==> config.mk <==
export PLATFORM = sky130hd
export DESIGN_NAME = spi_dual_line_master
export DESIGN_NICKNAME = d
export VERILOG_FILES = /design/src/rtl/spi_dl_pkg.sv /design/src/rtl/spi_tick_gen.sv /design/src/rtl/spi_word_shifter.sv /design/src/rtl/spi_line_route.sv /design/src/rtl/spi_dual_line_master.sv
export SDC_FILE = /design/constraint.sdc
export NUM_CORES = 1
export LEC_CHECK = 0
export BUFFER_PORTS_ARGS = -buffer_cell sky130_fd_sc_hd__buf_2
export CORE_MARGIN = 2
export CORE_UTILIZATION = 60
export CTS_CLUSTER_SIZE = 8
export DETAILED_ROUTE_END_ITERATION = 8
export GPL_ROUTABILITY_DRIVEN = 1
export PLACE_DENSITY = 0.85
export SLEW_MARGIN = 10
export SYNTH_ARGS = -nofsm -noshare
export SYNTH_HDL_FRONTEND = slang
export SYNTH_SLANG_ARGS = --single-unit
==> constraint.sdc <==
create_clock -name clk_i -period 2.7 [get_ports clk_i]
set_input_delay 0.405 -clock clk_i [delete_from_list [all_inputs] [get_ports clk_i]]
set_output_delay 0.405 -clock clk_i [all_outputs]
set_load 0.03 [all_outputs]
==> src/rtl/spi_dl_pkg.sv <==
package spi_dl_pkg;
  localparam int LINES   = 2;
  localparam int LINE_IW = $clog2(LINES);

  typedef struct packed {
    logic               single;
    logic [LINE_IW-1:0] line;
    logic               hd_tx;
    logic               cs_en;
    logic [LINES-1:0]   pin_tx;
  } line_cfg_t;
endpackage

==> src/rtl/spi_tick_gen.sv <==
module spi_tick_gen #(
  parameter int DIV_W = 8
) (
  input  logic             clk_i,
  input  logic             rst_ni,
  input  logic             run_i,
  input  logic [DIV_W-1:0] div_i,
  output logic             tick_o
);
  logic [DIV_W-1:0] cnt_q;

  assign tick_o = run_i && (cnt_q == div_i);

  always_ff @(posedge clk_i or negedge rst_ni) begin
    if (!rst_ni)                cnt_q <= '0;
    else if (!run_i || tick_o)  cnt_q <= '0;
    else                        cnt_q <= cnt_q + 1'b1;
  end
endmodule

==> src/rtl/spi_word_shifter.sv <==
module spi_word_shifter #(
  parameter int DATA_W = 8
) (
  input  logic              clk_i,
  input  logic              rst_ni,
  input  logic              load_i,
  input  logic [DATA_W-1:0] load_data_i,
  input  logic              shift_i,
  input  logic              sample_i,
  input  logic              bit_i,
  output logic              bit_o,
  output logic [DATA_W-1:0] word_o
);
  logic [DATA_W-1:0] tx_sh_q, rx_sh_q;

  always_ff @(posedge clk_i or negedge rst_ni) begin
    if (!rst_ni) begin
      tx_sh_q <= '0;
      rx_sh_q <= '0;
    end else if (load_i) begin
      tx_sh_q <= load_data_i;
      rx_sh_q <= '0;
    end else begin
      if (shift_i)  tx_sh_q <= {tx_sh_q[DATA_W-2:0], 1'b0};
      if (sample_i) rx_sh_q <= {rx_sh_q[DATA_W-2:0], bit_i};
    end
  end

  assign bit_o  = tx_sh_q[DATA_W-1];
  assign word_o = rx_sh_q;
endmodule

==> src/rtl/spi_line_route.sv <==
module spi_line_route
  import spi_dl_pkg::*;
(
  input  line_cfg_t        cfg_i,
  input  logic             active_i,
  input  logic [LINES-1:0] dat_i,
  output logic [LINES-1:0] oe_o,
  output logic             rx_bit_o,
  output logic             rx_ok_o
);
  logic [LINES-1:0]   drive;
  logic [LINE_IW-1:0] sel;

  for (genvar g = 0; g < LINES; g++) begin : g_pin
    assign drive[g] = cfg_i.single ? (cfg_i.hd_tx && (int'(cfg_i.line) == g))
                                   : cfg_i.pin_tx[g];
    assign oe_o[g]  = active_i & drive[g];
  end

  // lowest-index listening pin wins in two-line mode
  always_comb begin
    sel     = '0;
    rx_ok_o = 1'b0;
    if (cfg_i.single) begin
      sel     = cfg_i.line;
      rx_ok_o = ~cfg_i.hd_tx;
    end else begin
      for (int i = LINES - 1; i >= 0; i--) begin
        if (!cfg_i.pin_tx[i]) begin
          sel     = LINE_IW'(i);
          rx_ok_o = 1'b1;
        end
      end
    end
  end

  assign rx_bit_o = dat_i[sel];
endmodule

==> src/rtl/spi_dual_line_master.sv <==
module spi_dual_line_master
  import spi_dl_pkg::*;
#(
  parameter int DATA_W = 8,
  parameter int DIV_W  = 8
) (
  input  logic              clk_i,
  input  logic              rst_ni,
  input  logic              start_i,
  input  logic [DATA_W-1:0] tx_data_i,
  input  logic [DIV_W-1:0]  cfg_div_i,
  input  logic [1:0]        cfg_pin_tx_i,
  input  logic              cfg_single_i,
  input  logic              cfg_line_i,
  input  logic              cfg_hd_tx_i,
  input  logic              cfg_cs_en_i,
  input  logic [1:0]        dat_i,
  output logic              sclk_o,
  output logic              cs_no,
  output logic [1:0]        dat_o,
  output logic [1:0]        dat_oe_o,
  output logic              busy_o,
  output logic              done_o,
  output logic [DATA_W-1:0] rx_data_o
);
  localparam int PH_LAST = 2 * DATA_W;
  localparam int PH_W    = $clog2(PH_LAST + 2);

  line_cfg_t         cfg_in, cfg_q;
  logic [DIV_W-1:0]  div_q;
  logic [PH_W-1:0]   ph_q;
  logic              busy_q, sclk_q, cs_nq, done_q;
  logic [DATA_W-1:0] rx_q, rx_word;
  logic              tick, launch, last, rise, fall;
  logic              tx_bit, rx_bit, rx_ok;

  assign cfg_in = '{single: cfg_single_i, line: cfg_line_i, hd_tx: cfg_hd_tx_i,
                    cs_en: cfg_cs_en_i, pin_tx: cfg_pin_tx_i};

  assign launch = start_i & ~busy_q;
  assign last   = tick & (ph_q == PH_W'(PH_LAST));
  assign rise   = tick & ~ph_q[0] & ~last;
  assign fall   = tick & ph_q[0];

  spi_tick_gen #(.DIV_W(DIV_W)) i_tick (
    .clk_i, .rst_ni, .run_i(busy_q), .div_i(div_q), .tick_o(tick)
  );

  spi_word_shifter #(.DATA_W(DATA_W)) i_shift (
    .clk_i, .rst_ni, .load_i(launch), .load_data_i(tx_data_i),
    .shift_i(fall), .sample_i(rise), .bit_i(rx_bit),
    .bit_o(tx_bit), .word_o(rx_word)
  );

  spi_line_route i_route (
    .cfg_i(cfg_q), .active_i(busy_q), .dat_i(dat_i),
    .oe_o(dat_oe_o), .rx_bit_o(rx_bit), .rx_ok_o(rx_ok)
  );

  always_ff @(posedge clk_i or negedge rst_ni) begin
    if (!rst_ni) begin
      busy_q <= 1'b0;
      ph_q   <= '0;
      sclk_q <= 1'b0;
      cs_nq  <= 1'b1;
      done_q <= 1'b0;
      rx_q   <= '0;
      cfg_q  <= '0;
      div_q  <= '0;
    end else begin
      done_q <= 1'b0;
      if (launch) begin
        busy_q <= 1'b1;
        ph_q   <= '0;
        sclk_q <= 1'b0;
        cs_nq  <= ~cfg_cs_en_i;
        cfg_q  <= cfg_in;
        div_q  <= cfg_div_i;
      end else if (tick) begin
        ph_q <= ph_q + PH_W'(1);
        if (rise) sclk_q <= 1'b1;
        if (fall) sclk_q <= 1'b0;
        if (last) begin
          busy_q <= 1'b0;
          cs_nq  <= 1'b1;
          done_q <= 1'b1;
          if (rx_ok) rx_q <= rx_word;
        end
      end
    end
  end

  for (genvar g = 0; g < LINES; g++) begin : g_dout
    assign dat_o[g] = tx_bit;
  end

  assign sclk_o    = sclk_q;
  assign cs_no     = cs_nq;
  assign busy_o    = busy_q;
  assign done_o    = done_q;
  assign rx_data_o = rx_q;

  assert_sclk_idle_R2: assert property (@(posedge clk_i) disable iff (!rst_ni)
    !busy_o |-> !sclk_o);
  assert_cs_gate_R8: assert property (@(posedge clk_i) disable iff (!rst_ni)
    (!busy_o || !cfg_q.cs_en) |-> cs_no);
  assert_done_pulse_R10: assert property (@(posedge clk_i) disable iff (!rst_ni)
    done_o |=> !done_o);
  assert_done_idle_R10: assert property (@(posedge clk_i) disable iff (!rst_ni)
    done_o |-> !busy_o);
  assert_busy_start_R9: assert property (@(posedge clk_i) disable iff (!rst_ni)
    (busy_q && start_i && !tick) |=> (busy_q && $stable(ph_q)));
  assert_single_oe_R6: assert property (@(posedge clk_i) disable iff (!rst_ni)
    (busy_q && cfg_q.single) |-> ($countones(dat_oe_o) <= 1));
  assert_hd_rx_quiet_R6: assert property (@(posedge clk_i) disable iff (!rst_ni)
    (busy_q && cfg_q.single && !cfg_q.hd_tx) |-> (dat_oe_o == '0));
  assert_rx_hold_R7: assert property (@(posedge clk_i) disable iff (!rst_ni)
    !$stable(rx_data_o) |-> done_o);
  assert_cfg_hold_R11: assert property (@(posedge clk_i) disable iff (!rst_ni)
    (busy_q && $past(busy_q)) |-> ($stable(cfg_q) && $stable(div_q)));
endmodule

==> results_dict.tcl <==
set metrics [dict create \
    outcome "completed" \
    ys_seq_area_share_pct 50.9 \
    placed_cells 342 \
    insertion_delay_ns 0.31 \
    fp.dieW_um 70.6 \
    power.switching_w 0.000972 \
    cp.required_ns 2.89 \
    post-cts-setup-buffer-count 0 \
    worst-setup-path-type "reg2reg" \
    synth-edff-count 0 \
    cp-startpoint "i_tick.cnt_q[6]" \
    wl_met1_um 2380 \
    rsz0062_at_grt "false" \
    nets 327 \
    slowest_delay_ns 0.52 \
    synthTopCellsByCount "60 x nand2_1, 53 x dfrtp_1, 17 x nor2_1, 11 x mux2_2, 10 x xnor2_1" \
    synth_mux_area_share_pct 8.05 \
    holdWs_ns 0.208 \
    ys.flop_type "dfrtp_1" \
    place_congestion 0.795 \
    report.final.slew_viol_count 0 \
    syn-cell-area_sq_mm 0.00266 \
    fillers 339 \
    synth_top_area_share_pct 49.9 \
    initial_utilization_pct 61.5 \
    coreArea_sq_mm 0.00432 \
    synth.area.top_cells "dfrtp_1 50%, nand2_1 8.5%, mux2_2 4.7%" \
    power_frac_comb_pct 35.8 \
    antenna_found_initial 0 \
    dpl_cell_area_sq_mm 0.00291 \
    met3_length_um 276 \
    worstSetupStartpointType "flip-flop" \
    cts_resized 0 \
    post-route-period-util_pct 79.3 \
    power.share.clock_pct 16.6 \
    leakage_nw 1.51 \
    drt_first_iter_violations 128 \
    first_global_vias 1967 \
    setup_viol 0 \
    synth_compound_area_share_pct 8.42 \
    num_vias 1990 \
    skew_ns 0.0108 \
    synth_xor_xnor_area_share_pct 6.16 \
    setup_tns_ns 0 \
    cts_sinks 54 \
    die_y_um 70.6 \
    ys_seq_elements 54 \
    grt_usage_pct 22.8 \
    worstPathArrival_ns 2.34 \
    slowest_stage "nand4_1" \
    firstDrtPassIters 5 \
    cap_viol_max_count 0 \
    ir_worst_vdd_uv 488 \
    avgSynthCellArea_sq_um 10.3 \
    avgViaCountPerCell 5.70 \
    slew_headroom_pct 48.5 \
    cts_buffer_depth 2 \
    internal_power_w 0.00158 \
    cp_top_family "compound AO/OA/AOI/OAI gates" \
    fin_crit_ns 2.14 \
    hold_violations 0 \
    multi_input_area_sq_mm 0.00120 \
    synth_area_leader_cell "dfrtp_1" \
    synth_top_family_by_area "simple AND/OR/NAND/NOR gates" \
    routed.top_layer "met4" \
    die_area_sq_mm 0.00498 \
    path_clk_slew_ns 0.09 \
    drive_above_1_share_pct 25.3 \
    synthToLayoutAreaGrowth_pct 12.2 \
    syn-num-nets 288 \
    grt_max_degree 55 \
    hold_class "in2async" \
    ys_warn_count 0 \
    async_reset_ff_share_pct 100 \
    cts-root-buf "clkbuf_8" \
    power.share.switching_pct 38.0 \
    io_pins 43 \
    wl_per_cell_um 14.9 \
    row_count 24 \
    powerDensity_mw_per_mm2 857 \
    numCtsBuffers 5 \
    ff_latch_area_sq_mm 0.00135 \
    fin_ws_ns 0.559 \
    crit_fanout 14 \
    drc 0 \
    synth_fa_ha_area_share_pct 1.41 \
    cts_max_level 2 \
    ant_nets 0 \
    synth_simple_gate_area_share_pct 21.0 \
    numPortBuffers 42 \
    synthCells 258 \
    overflow 0 \
    crit_path_cell_trace "xnor2_1 > nand4_1 > o311a_1 > a211o_1" \
    cts_hold_buffers 0 \
    place_ws_ns 0.594 \
    synth_most_common_cell "nand2_1" \
    timing.critical_path.buf_inv 0 \
    cts_tree "built" \
    fmax_ghz 0.467 \
    tightestPinTransition_ns 0.764 \
    grt_pass1_wl_um 8950 \
    final_area_sq_mm 0.00298 \
    dp_hpwl_um 3630 \
    ys_types 47 \
    routed-wl-met2_um 2470 \
    critPathCaptureType "flip-flop" \
    sequentialPowerShare_pct 47.6 \
    diodes 0 \
    reg2reg_from "i_tick.cnt_q[6]" \
    wl_um 5190 \
    stdcell_count 349 \
]
==> cell type report <==
type / instances / share of cell area, %
clock buffers: 7 / 2.56
inverters: 9 / 1.13
multi-input cells: 179 / 40.2
flip-flops and latches: 54 / 45.3
well taps: 52 / 2.18
repair buffers: 48 / 8.56
==> sequential cells by signal, indices dropped and copies added (netlist names) <==
name and flops:
div_q 8, i_shift.tx_sh_q 8, i_shift.word_o 8, i_tick.cnt_q 8, rx_data_o 8, cfg_q 5
ph_q 5, busy_o 1, cs_no 1, done_o 1, sclk_o 1
==> cells by family after synthesis <==
group                    after synthesis
buffers and inverters                 25
adder cells (fa/ha/maj)                3
flip-flops                            54
AO/OA/AOI/OAI                         26
AND/OR/NAND/NOR                      113
XOR/XNOR                              17
multiplexers                          20
==> final timing paths <==
kind | slack (ns) | endpoint | cells past startpoint
setup / recovery | 0.56 | i_shift.tx_sh_q[1] | 4
hold / removal | 0.21 | done_o | 2
setup reg to reg | 0.56 | i_shift.tx_sh_q[1] | 4
hold reg to reg | 0.50 | i_tick.cnt_q[0] | 1
max in group asynchronous | 2.05 | i_shift.word_o[2] | 2
min in group clk_i | 0.26 | cs_no | 2
==> power groups by stage <==
stage                     combinational, W  sequential (W)  clock [W]
after global placement            0.000871         0.00121          0
after floorplan                   0.000727         0.00120          0
after CTS                         0.000917         0.00121   0.000430
after detailed placement          0.000909         0.00123          0
final                             0.000915         0.00122   0.000425
after global routing               0.00102         0.00124   0.000461
==> per-layer routing <==
layer  track usage [%]  vias up
met5                 0        -
met2              37.9       64
met4              5.87        0
met3              4.56        6
met1              31.1      960
li1                  -      960
==> cell usage in the layout, fill, tap and decap left out, drive strengths merged, types with 2 or more instances in the layout <==
cell type,count
nand2,60
dfrtp,53
buf,48
nor2,17
xnor2,12
mux2,11
inv,9
mux2i,9
nor4,7
clkbuf,7
o311a,6
nand4,6
xor2,5
nand3,5
a211o,5
nand2b,4
and3,3
ha,3
nor3,3
a21boi,2
and2,2
o31ai,2
==> stage by stage <==
stage | util, % | power [W]
final | 69.0 | 0.00256
after detailed placement | 67.2 | 0.00214
after floorplan | - | 0.00193
after CTS | 69.0 | 0.00256
after global placement | 67.2 | 0.00209
after global routing | 69.0 | 0.00272
No activity file was read; power rests on OpenSTA's default activity.
